### src/rtl/tick_cmp_pkg.sv
`timescale 1ns/1ps
// Shared definitions for the tick/compare timer.
// Assumes: roles are fixed at elaboration time.
package tick_cmp_pkg;
    typedef enum logic [1:0] {
        KIND_TICK = 2'd0,
        KIND_SYS  = 2'd1,
        KIND_HYP  = 2'd2
    } timer_kind_e;
endpackage

### src/rtl/tick_cmp_counter.sv
`timescale 1ns/1ps
// Free-running counter with a privileged-read flag in the top bit.
// Assumes: a load takes priority over the increment in the same cycle;
// the value field wraps silently.
module tick_cmp_counter #(
    parameter int CNT_W = 64
) (
    input  logic             clk,
    input  logic             rst_n,
    input  logic             load,
    input  logic [CNT_W-1:0] load_val,
    output logic [CNT_W-2:0] cnt_val,
    output logic [CNT_W-1:0] rdata
);
    localparam int VAL_W = CNT_W - 1;

    logic [VAL_W-1:0] cnt_q;
    logic             priv_q;

    // Count register: load on write, otherwise advance by one.
    always_ff @(posedge clk) begin
        if (!rst_n) begin
            cnt_q  <= '0;
            priv_q <= 1'b1;
        end else if (load) begin
            cnt_q  <= load_val[VAL_W-1:0];
            priv_q <= load_val[VAL_W];
        end else begin
            cnt_q  <= cnt_q + VAL_W'(1);
        end
    end

    // Read word: flag in the top bit, count below it.
    always_comb begin
        rdata   = {priv_q, cnt_q};
        cnt_val = cnt_q;
    end
endmodule

### src/rtl/tick_cmp_compare.sv
`timescale 1ns/1ps
// Compare register with disable flag, late-write catch-up and a
// registered one-cycle hit output.
// Assumes: cur_cnt is the count of the current cycle (before any load
// that is being written in the same cycle).
module tick_cmp_compare #(
    parameter int CNT_W = 64
) (
    input  logic             clk,
    input  logic             rst_n,
    input  logic             we,
    input  logic [CNT_W-1:0] wdata,
    input  logic [CNT_W-2:0] cur_cnt,
    output logic [CNT_W-1:0] rdata,
    output logic             hit_q
);
    localparam int VAL_W = CNT_W - 1;

    logic [VAL_W-1:0] cmp_q;
    logic             dis_q;
    logic             late_q;
    logic             armed;
    logic             hit_d;
    logic             late_d;

    // Armed only with a non-zero value and the disable flag clear.
    always_comb begin
        armed  = (cmp_q != '0) && !dis_q;
        hit_d  = armed && ((cur_cnt == cmp_q) || late_q);
        late_d = (wdata[VAL_W-1:0] != '0) && !wdata[VAL_W] &&
                 (wdata[VAL_W-1:0] <= cur_cnt);
    end

    // Compare value, disable flag and pending late fire.
    always_ff @(posedge clk) begin
        if (!rst_n) begin
            cmp_q  <= '0;
            dis_q  <= 1'b1;
            late_q <= 1'b0;
        end else if (we) begin
            cmp_q  <= wdata[VAL_W-1:0];
            dis_q  <= wdata[VAL_W];
            late_q <= late_d;
        end else begin
            late_q <= 1'b0;
        end
    end

    // Registered match pulse.
    always_ff @(posedge clk) begin
        if (!rst_n) hit_q <= 1'b0;
        else        hit_q <= hit_d;
    end

    // Read word: disable in the top bit, compare value below it.
    always_comb rdata = {dis_q, cmp_q};
endmodule

### src/rtl/tick_cmp_route.sv
`timescale 1ns/1ps
// Steers the match pulse to the soft-interrupt set line of the role.
// Assumes: only the tick role uses the tick-match line.
module tick_cmp_route #(
    parameter tick_cmp_pkg::timer_kind_e KIND = tick_cmp_pkg::KIND_TICK
) (
    input  logic hit,
    output logic tick_set,
    output logic stick_set
);
    generate
        if (KIND == tick_cmp_pkg::KIND_TICK) begin : g_tick
            // Tick role drives the tick-match line.
            always_comb begin
                tick_set  = hit;
                stick_set = 1'b0;
            end
        end else begin : g_stick
            // System and hypervisor roles share the system-tick line.
            always_comb begin
                tick_set  = 1'b0;
                stick_set = hit;
            end
        end
    endgenerate
endmodule

### src/rtl/tick_cmp_timer.sv
`timescale 1ns/1ps
// Tick timer top: counter, compare unit and soft-interrupt routing.
// Assumes: single clock domain, CNT_W >= 2.
module tick_cmp_timer #(
    parameter int CNT_W = 64,
    parameter tick_cmp_pkg::timer_kind_e KIND = tick_cmp_pkg::KIND_TICK
) (
    input  logic             clk,
    input  logic             rst_n,
    input  logic             cnt_we,
    input  logic [CNT_W-1:0] cnt_wdata,
    input  logic             lim_we,
    input  logic [CNT_W-1:0] lim_wdata,
    output logic [CNT_W-1:0] cnt_rdata,
    output logic [CNT_W-1:0] lim_rdata,
    output logic             match_pulse,
    output logic             tick_int_set,
    output logic             stick_int_set
);
    logic [CNT_W-2:0] cnt_val;

    tick_cmp_counter #(.CNT_W(CNT_W)) u_cnt (
        .clk      (clk),
        .rst_n    (rst_n),
        .load     (cnt_we),
        .load_val (cnt_wdata),
        .cnt_val  (cnt_val),
        .rdata    (cnt_rdata)
    );

    tick_cmp_compare #(.CNT_W(CNT_W)) u_cmp (
        .clk     (clk),
        .rst_n   (rst_n),
        .we      (lim_we),
        .wdata   (lim_wdata),
        .cur_cnt (cnt_val),
        .rdata   (lim_rdata),
        .hit_q   (match_pulse)
    );

    tick_cmp_route #(.KIND(KIND)) u_route (
        .hit       (match_pulse),
        .tick_set  (tick_int_set),
        .stick_set (stick_int_set)
    );
endmodule

### config.mk
export PLATFORM = sky130hd
export DESIGN_NAME = tick_cmp_timer
export DESIGN_NICKNAME = d
export VERILOG_FILES = /design/src/rtl/tick_cmp_pkg.sv /design/src/rtl/tick_cmp_counter.sv /design/src/rtl/tick_cmp_compare.sv /design/src/rtl/tick_cmp_route.sv /design/src/rtl/tick_cmp_timer.sv
export SDC_FILE = /design/constraint.sdc
export NUM_CORES = 1
export LEC_CHECK = 0
export BUFFER_PORTS_ARGS = -buffer_cell sky130_fd_sc_hd__buf_2
export CORE_MARGIN = 2
export CORE_UTILIZATION = 25
export DETAILED_ROUTE_END_ITERATION = 7
export SYNTH_ARGS = -nofsm -noshare
export SYNTH_HDL_FRONTEND = slang
export SYNTH_SLANG_ARGS = --single-unit
### constraint.sdc
create_clock -name clk -period 2.46 [get_ports clk]
set_clock_uncertainty 0.2 [all_clocks]
set_input_delay 0.492 -clock clk [delete_from_list [all_inputs] [get_ports clk]]
set_output_delay 0.492 -clock clk [all_outputs]
set_load 0.03 [all_outputs]
==> run metrics, run 1 <==
outcome=complete, but fails checks; failing checks=negative setup slack; Worst Hold Class=in -> reg; MaxCap Viol Count=0; Pre-antenna DRT Iters=4; NetSw=about 2300 µW; GR Util met1=0.2844; internal power=between 4000 and 5000 µW; Fin. Hold Viols=0; Logic pwr share=0.275; Period Utilization, post-route=1.043; Worst Hold Depth=3; num ports=roughly 260; die area=roughly 35000 µm²; WS Path Type=reg -> reg; Port-buffer cells=between 200 and 300; Post-Syn Area=between 8000 and 9000 µm²; reg-to-reg slack, setup=-110 ps; Final Max Tran Viols=0; Final TNS setup=-447.0 ps; Register-to-Register Path Depth=7; sequential share of power=0.343; Post-Route WL=between 30000 and 40000 µm; met3 Use GR=0.04203; worst skew pair latency=between 400 and 500 ps; via-per-instance ratio=approximately 4.8; Synth Flop Type=dfxtp_1; Clk network pwr share=0.382; global router's overall resource usage=0.2146; core area=33280 µm²; area added between synthesis and finish=51.32%; Syn Area/Cell=about 8.7 µm²; CTS tree=done; post-route insts no fill=about 1900; post-route ant nets=0; layout cells sized above 1=0.4270; asr flop ratio synth=0; remaining global-route overflow=0; pin count of the biggest net entering global routing=between 100 and 150; first-pass GRT wire length=about 56000 µm; Synth Instances=roughly 960; Die H=approximately 190 µm; Critical Path AT=2670 ps; grt met2 use=0.3534; Synth warnings=0; vias=between 8000 and 9000; post-synthesis sequential area ratio=0.3097; Pwr Density=around 550 nW/µm²; most frequent cells in the layout=buf_2, buf_4, xnor2_1; post-layout util=0.3821; NumNets Final=roughly 1600; syn_nets=1160; die width=approximately 190 µm; CTS sink cnt=130; Final WS setup=-105.9 ps; CTS Root Cell=clkbuf_16; fin crit period=2566 ps; CTS Buf Count=17; Post-DP HPWL=around 31000 µm; Post-Place Setup Slack=-714.0 ps; Leakage=approximately 0.0059 µW; crit path max fanout=4; Max Fclk=about 0.39 GHz; Post-synth EDFFs=0; Yosys cell types=55; CTS Buffer Depth=2; Crit. End Element=flip-flop; Hold-fix buffers, CTS=0; Tightest Pin Transition=about 750 ps; Switching Share=0.3356; initial antenna violation count=2; mean routed wirelength per cell=~20 µm; RSZ-0062 raised after global routing=yes; fill cell count=~3400; global route hottest layer=met2; Worst slew margin=0.4942; synthesized flop and latch total=130; Final Wtd Congestion=roughly 0.90; remaining routing DRC violations=0; H-tree depth=4; clk slew on worst S/H paths=approximately 70 ps; row cnt=67; 1st-iter DRT viols=a little under 600; Initial Util=0.2525; final setup fails=8; vias in the first global route=slightly below 9000; startpoint class of the critical path=flip-flop; Placed Instances=~1800; most common cell after layout, fill and taps aside=buf_2; final hold slack=72.76 ps; peak supply drop=roughly 0.00049 V; Critical Path RT=roughly 2600 ps
-- synthesized netlist by cell type, types with 4 or more instances --
cell | n | area, µm²
a21oi_1 | 58 | 290.3
or4_1 | 4 | 30.03
o21ai_0 | 55 | 275.3
nand4_1 | 42 | 262.8
inv_1 | 64 | 240.2
o211a_1 | 13 | 130.1
and2_1 | 8 | 50.05
and4_1 | 5 | 43.79
nor2b_1 | 64 | 400.4
nor2_1 | 26 | 97.59
ha_1 | 64 | 800.8
nor3_1 | 12 | 60.06
mux2i_1 | 66 | 660.6
clkbuf_1 | 32 | 120.1
xnor2_1 | 100 | 875.8
xor2_1 | 20 | 175.2
and3_1 | 5 | 31.28
a21o_1 | 7 | 52.55
nor4_1 | 47 | 294.0
nand3_1 | 36 | 180.2
nand2b_1 | 6 | 37.54
a31oi_1 | 5 | 31.28
dfxtp_1 | 130 | 2603
buf_4 | 6 | 45.04
nand2_1 | 40 | 150.1
-- path summary, 6_finish.rpt --
path                                        start                end
worst min-delay path                cnt_wdata[63]       u_cnt.priv_q
worst max register to register  u_cnt.cnt_val[40]  u_cnt.cnt_val[62]
worst max-delay path            u_cnt.cnt_val[40]  u_cnt.cnt_val[62]
worst min register to register       u_cnt.priv_q       u_cnt.priv_q
-- critical path: stages, from the launching register on --
cell,delay (ps)
dfxtp_4,350
nand4_1,140
or4_4,480
or4_4,540
nor4_4,250
nand4_1,180
xnor2_1,190
a21oi_1,80
-- sequential cells by signal (all words and copies together) (netlist names) --
| signal | cells |
|---|---|
| u_cmp.cmp_q | 63 |
| u_cmp.dis_q | 1 |
| u_cmp.hit_q | 1 |
| u_cmp.late_q | 1 |
| u_cnt.cnt_val | 63 |
| u_cnt.priv_q | 1 |
-- repair_timing --
| item | 4_1_cts | 5_1_grt |
|---|---|---|
| buffers inserted | 8 | 6 |
| pin swaps | 19 | 26 |
| setup endpoints to repair | 25 | 29 |
| gates resized for setup | 26 | 29 |
| cloned | 0 | 0 |
-- logic make-up (layout without fill, tap and decap cells) --
logic type / Yosys count / after routing / share of synthesized area
muxes: 66 / 66 / 0.07862
AOI/OAI and AO/OA: 152 / 152 / 0.1060
buffers and inverters: 112 / 572 / 0.05524
and+or+nand+nor: 319 / 319 / 0.2296
DFF: 130 / 130 / 0.3097
other: 1 / 4 / 0.0004463
xor gates and xnor gates: 120 / 120 / 0.1251
adders and majority gates: 64 / 64 / 0.09530
-- layer usage --
layer  part of all wire  wire length [µm]
met2               0.47             17820
met3              0.055              2107
met5                  0                 0
met1               0.46             17360
met4              0.022               828
-- layout make-up --
type	instances	area, µm²	share of cell area
Antenna cell	3	7.507	0.0005904
Clock buffer	19	432.9	0.03405
Clock inverter	13	158.9	0.01250
Inverter	67	251.5	0.01978
Multi-Input combinational cell	722	5588	0.4394
Sequential cell	130	2710	0.2131
Tap cell	448	560.5	0.04408
Timing Repair Buffer	473	3007	0.2364
-- stage by stage --
stage          area [µm²]  power [µW]
2_1_floorplan        8538        3394
3_3_place_gp        11750        4283
3_5_place_dp        11750        4302
4_1_cts             12510        7008
5_1_grt             12710        7287
6_report            12720        6985
-- power groups by stage --
stage	combinational (µW)	clock (µW)	sequential (µW)
finish	1920	2670	2400
global route	2060	2810	2420
CTS	1900	2720	2390
detailed placement	1860	0	2440
global placement	1850	0	2440
floorplan	687	0	2710
No activity file was read; power rests on OpenSTA's default activity.
==> run 2, diff against run 1 <==
--- a/config.mk
+++ b/config.mk
@@ -7,8 +7,9 @@
 export LEC_CHECK = 0
 export BUFFER_PORTS_ARGS = -buffer_cell sky130_fd_sc_hd__buf_2
 export CORE_MARGIN = 2
-export CORE_UTILIZATION = 25
+export CORE_UTILIZATION = 47
 export DETAILED_ROUTE_END_ITERATION = 7
+export PLACE_DENSITY = 0.77
 export SYNTH_ARGS = -nofsm -noshare
 export SYNTH_HDL_FRONTEND = slang
 export SYNTH_SLANG_ARGS = --single-unit
==> run 2 against run 1 <==
- the flow still finishes with violations (negative setup slack)
- register-to-register slack barely moved
- clock power barely moved
- global-route usage rose by 12 points
- flip-flop and latch count did not move
- via count rose by 2.5%
- worst hold slack improved by 14 ps
- sequential power barely moved
- count of clock-buffer cells in the layout rose by 6
- setup slack got worse by 5.8 ps
- largest cell class unchanged
==> run metrics, run 2 (synthesis results as in run 1) <==
crit path max fanout=3 (-1); RSZ-0062 raised after global routing=yes; CP startpoint=u_cnt.cnt_val[40]; Pre-antenna DRT Iters=5 (+1); area added between synthesis and finish=45.10%; vias in the first global route=8634 (-3.2%); Pwr Density=565.7 nW/µm² (+3.0%); Worst slew margin=0.5870 (+0.09284); Worst Hold Class=in -> reg; Final WS setup=-111.7 ps (-5.773 ps); Post-DP HPWL=25040 µm (-19%); Crit. End Element=flip-flop; final hold slack=87.12 ps (+14.36 ps); MaxCap Viol Count=0 (unchanged); Port-buffer cells=261 (unchanged); Final Wtd Congestion=0.9238 (+2.6%); Final Max Tran Viols=0 (unchanged); crit-path max cell delay=500 ps (-40 ps); fill cell count=1368 (-60%); mean routed wirelength per cell=20.35 µm (about the same); peak supply drop=0.0004821 V (-0.68%); Die H=137.7 µm (-26%); Tightest Pin Transition=613.8 ps (-138.0 ps); CTS Root Cell=clkbuf_16; R2R Path Start=u_cnt.cnt_val[40]; crit path cell chain=buf_4, inv_1, ha_1, a21o_1, nand3_1, a21oi_1, o31ai_1, o31ai_1, or4_1, o21ai_1; NumNets Final=1573 (-2.1%); most frequent cells in the layout=buf_2, buf_4, xnor2_1; final setup fails=7 (-1); row cnt=48 (-28%); core area=17420 µm² (-48%); layout cells sized above 1=0.4209 (-0.006103); CTS Buf Count=17 (unchanged); CTS sink cnt=130 (unchanged); startpoint class of the critical path=flip-flop; initial antenna violation count=1 (-1); fin crit period=2572 ps (+5.773 ps); post-layout util=0.7001 (+0.3180); most frequent CP cell=o31ai_1; Post-Route WL=32880 µm (-14%); clk slew on worst S/H paths=60 ps (about the same); Critical Path End=u_cmp.late_q; die width=137.7 µm (-26%); WS Path Type=reg -> reg; vias=9140 (+2.5%); Initial Util=0.4825 (+0.2300); Fin. Hold Viols=0 (unchanged); num ports=263 (unchanged); remaining routing DRC violations=0 (unchanged); pin count of the biggest net entering global routing=130 (unchanged); Critical Path AT=2730 ps (+60 ps); Period Utilization, post-route=1.045 (+0.002347); global router's overall resource usage=0.3391 (+0.1245); most common cell after layout, fill and taps aside=buf_2; 1st-iter DRT viols=740 (+28%); Hold-fix buffers, CTS=0 (unchanged); reg-to-reg slack, setup=-110 ps (about the same); Max Fclk=0.3888 GHz (-0.22%); R2R Path End=u_cmp.late_q; post-route ant nets=0 (unchanged); via-per-instance ratio=5.656 (+19%); Register-to-Register Path Depth=10 (+3); Leakage=0.005693 µW (-3.1%); H-tree depth=4 (unchanged); failing checks=negative setup slack; outcome=complete, but fails checks; Critical Path RT=2620 ps (+60 ps); remaining global-route overflow=0 (unchanged); die area=18960 µm² (-46%); first-pass GRT wire length=48170 µm (-14%); worst skew pair latency=430 ps (about the same); CP max stage cell=or4_1; CTS tree=done; CTS Buffer Depth=2 (unchanged)
==> run 2: cell types whose count changed in the layout (fill, tap and decap cells not counted), sizes merged <==
cell    change
buf        -34
bufinv      -1
clkbuf      +6
clkinv      -3
diode       -2
inv         -2
==> run 2: what timing repair did <==
item	4_1_cts	5_1_grt
resized for setup	25	34
cloned	0	0
pin swaps	14	31
hold endpoints to repair	0	0
endpoints found under the setup margin	15	28
setup buffers	7	4
==> run 2: power by group <==
| group | total, µW | internal [µW] | switching, µW |
|---|---|---|---|
| clock network | 2650 | 1660 | 995 |
| logic | 1840 | 780 | 1060 |
| registers | 2400 | 2250 | 158 |
==> run 2: how the worst min path moves through the flow <==
stage	start	end	slack [ps]	cells after the start
finish	cnt_wdata[63]	u_cnt.priv_q	90	3
detailed placement	u_cnt.priv_q	u_cnt.priv_q	260	2
global route	cnt_wdata[11]	u_cnt.cnt_val[11]	90	2
floorplan	u_cmp.dis_q	u_cmp.hit_q	220	1
CTS	cnt_wdata[63]	u_cnt.priv_q	80	3
global placement	u_cmp.dis_q	u_cmp.hit_q	250	1
==> run 2: layout make-up <==
class | count | area, µm² | area share
repair buffers | 439 | 2709 | 0.2222
clock inverters | 7 | 95.09 | 0.007799
well taps | 225 | 281.5 | 0.02309
flip-flops and latches | 130 | 2714 | 0.2226
clock buffers | 25 | 515.5 | 0.04228
multi-input cells | 722 | 5624 | 0.4613
inverters | 67 | 251.5 | 0.02063
diodes | 1 | 2.502 | 0.0002052
==> run 2: metrics by stage <==
step	power, µW	area, µm²	std cells	setup TNS [ps]	worst slack (ps)
floorplan	3394	8538	964	-26.38	-15.17
global placement	4146	11210	1573	-861.7	-488.8
detailed placement	4186	11210	1573	-1164	-571.1
CTS	6840	11990	1612	-165.0	-60.42
global route	7142	12190	1616	-1450	-170.5
finish	6897	12190	1616	-361.8	-111.7
==> run 2: critical path, delay by kind of cell (launching register included) <==
kind                     cells  cell delay (ps)
AO/OA/AOI/OAI                5              890
adder cells (fa/ha/maj)      1              260
buffers and inverters        2              230
flip-flops                   1              350
AND/OR/NAND/NOR              2              580
==> run 2: layer usage <==
metal	up-vias	track usage	share of wire
met1	4286	0.4361	0.41
met3	88	0.06512	0.087
li1	4254	-	-
met4	0	0.1536	0.042
met2	512	0.5506	0.46
met5	-	0	0
==> run 3, diff against run 2 <==
--- a/config.mk
+++ b/config.mk
@@ -10,6 +10,8 @@
 export CORE_UTILIZATION = 47
 export DETAILED_ROUTE_END_ITERATION = 7
 export PLACE_DENSITY = 0.77
+export RECOVER_POWER = 50
+export SETUP_SLACK_MARGIN = 0.05
 export SYNTH_ARGS = -nofsm -noshare
 export SYNTH_HDL_FRONTEND = slang
 export SYNTH_SLANG_ARGS = --single-unit
==> run 3 against run 2 <==
- the flow still finishes with violations (negative setup slack)
- register-to-register slack worse by 20 ps
- setup slack lost 24 ps
- global-route usage up 0.58 points
- worst hold slack got worse by 3.2 ps
- flip-flop and latch count stayed put
- die area unchanged
- first-iteration DRC count unchanged
- total power is 2.9% lower
- sequential power about the same
- clock power shrank 7.5%
- highest routed layer is now met5
==> run metrics, run 3 (synthesis results as in run 1) <==
WS Path Type=reg -> reg; mean routed wirelength per cell=20.66 µm (+1.5%); via-per-instance ratio=5.721 (+1.2%); R2R Path Start=u_cnt.cnt_val[42]; Max Fclk=0.3853 GHz (-0.92%); Pre-antenna DRT Iters=5 (unchanged); most frequent cells in the layout=buf_2, buf_4, xnor2_1; Post-Place Setup Slack=-479.3 ps (+91.83 ps); MaxCap Viol Count=0 (unchanged); vias in the first global route=8852 (+2.5%); core area=17420 µm² (unchanged); Pwr Density=543.2 nW/µm² (-4.0%); die area=18960 µm² (unchanged); CTS Buf Count=17 (unchanged); post-route ant nets=0 (unchanged); Final Max Tran Viols=0 (unchanged); Worst slew margin=0.1914 (-0.3956); Leakage=0.005669 µW (-0.43%); remaining routing DRC violations=0 (unchanged); first-pass GRT wire length=49070 µm (+1.9%); row cnt=48 (unchanged); Register-to-Register Path Depth=10 (unchanged); CTS Root Cell=clkbuf_16; CTS sink cnt=130 (unchanged); vias=9343 (+2.2%); Diodes inserted=0 (-1); initial antenna violation count=1 (unchanged); Post-DP HPWL=25760 µm (+2.9%); global router's overall resource usage=0.3449 (+0.005756); layout cells sized above 1=0.3999 (-0.02101); Initial Util=0.4825 (unchanged); Fin. Hold Viols=0 (unchanged); Hold Startpoint=cnt_wdata[11]; Critical Path RT=2570 ps (-50 ps); reg-to-reg slack, setup=-140 ps (-20 ps); num ports=263 (unchanged); 1st-iter DRT viols=740 (unchanged); Period Utilization, post-route=1.055 (+0.009752); Critical Path End=u_cnt.cnt_val[50]; Final WS setup=-135.7 ps (-23.99 ps); peak supply drop=0.0005542 V (+15%); H-tree depth=4 (unchanged); failing checks=negative setup slack; Tightest Pin Transition=1213 ps (+599.0 ps); startpoint class of the critical path=flip-flop; Die H=137.7 µm (unchanged); worst skew pair latency=430 ps (about the same); CTS Buffer Depth=2 (unchanged); most common cell after layout, fill and taps aside=buf_2; area added between synthesis and finish=46.78%; clk slew on worst S/H paths=60 ps (about the same); NumNets Final=1591 (+1.1%); remaining global-route overflow=0 (unchanged); final setup fails=13 (+6); Total Power=6700 µW (-2.9%); Port-buffer cells=261 (unchanged); CP startpoint=u_cnt.cnt_val[42]; Critical Path AT=2710 ps (-20 ps); Post-Route WL=33740 µm (+2.6%); R2R Path End=u_cnt.cnt_val[50]; outcome=complete, but fails checks; pin count of the biggest net entering global routing=130 (unchanged); Final Wtd Congestion=0.9790 (+6.0%); die width=137.7 µm (unchanged); CTS tree=done; Crit. End Element=flip-flop; Worst Hold Class=in -> reg; RSZ-0062 raised after global routing=yes; fin crit period=2596 ps (+23.99 ps); Hold-fix buffers, CTS=0 (unchanged); crit path max fanout=4 (+1)
-- run 3: final cells by class --
type	count	area, µm²
timing repair buffer	457	2813
inverter	67	251.5
sequential	130	2736
clock buffer	19	432.9
tap	225	281.5
clock inverter	13	118.9
fill	1347	5082
multi-input combinational	722	5700
-- run 3: how the worst min path moves through the flow --
stage,slack (ps),cells past startpoint,to
2_1_floorplan,220,1,u_cmp.hit_q
3_3_place_gp,250,2,u_cnt.priv_q
3_5_place_dp,270,2,u_cnt.priv_q
4_1_cts,70,2,u_cnt.cnt_val[11]
5_1_grt,90,2,u_cnt.cnt_val[11]
6_report,80,2,u_cnt.cnt_val[11]
-- run 3: routing by layer --
| metal | global-route usage | wire length [µm] | up-vias | share of wire |
|---|---|---|---|---|
| met5 | 0 | 13 | - | 0.00039 |
| met1 | 0.4396 | 13770 | 4382 | 0.41 |
| met2 | 0.5730 | 15740 | 546 | 0.47 |
| met4 | 0.1321 | 1257 | 2 | 0.037 |
| li1 | - | - | 4303 | - |
| met3 | 0.07027 | 2957 | 110 | 0.088 |
-- run 3: timing repair --
item | 4_1_cts | 5_1_grt
resized for setup | 37 | 44
endpoints found under the setup margin | 27 | 31
buffers inserted | 8 | 15
pin swaps | 22 | 40
-- run 3: stage by stage --
stage	setup TNS (ps)	hold slack (ps)	std cells	utilization	area (µm²)
detailed placement	-1043	266.0	1579	0.6477	11280
global route	-1567	92.12	1633	0.7082	12330
global placement	-975.8	248.8	1579	0.6477	11280
floorplan	-32.61	223.6	964	-	8566
finish	-948.2	83.93	1633	0.7082	12330
CTS	-409.3	74.45	1619	0.6941	12090
-- run 3: power breakdown --
part	switching [µW]	total, µW	internal [µW]
Sequential	162	2400	2240
Combinational	1080	1850	769
Clock	979	2450	1470
Total	2220	6700	4480
-- run 3: worst max-delay path, cell delays in order, from the launching register on --
cell and delay [ps]:
dfxtp_4 340, nand4_1 220, or4_4 520, buf_6 140, buf_6 110, nor2_4 200, nand2_2 100, buf_6 140
nor3_4 180, xnor2_1 110, o211a_1 220
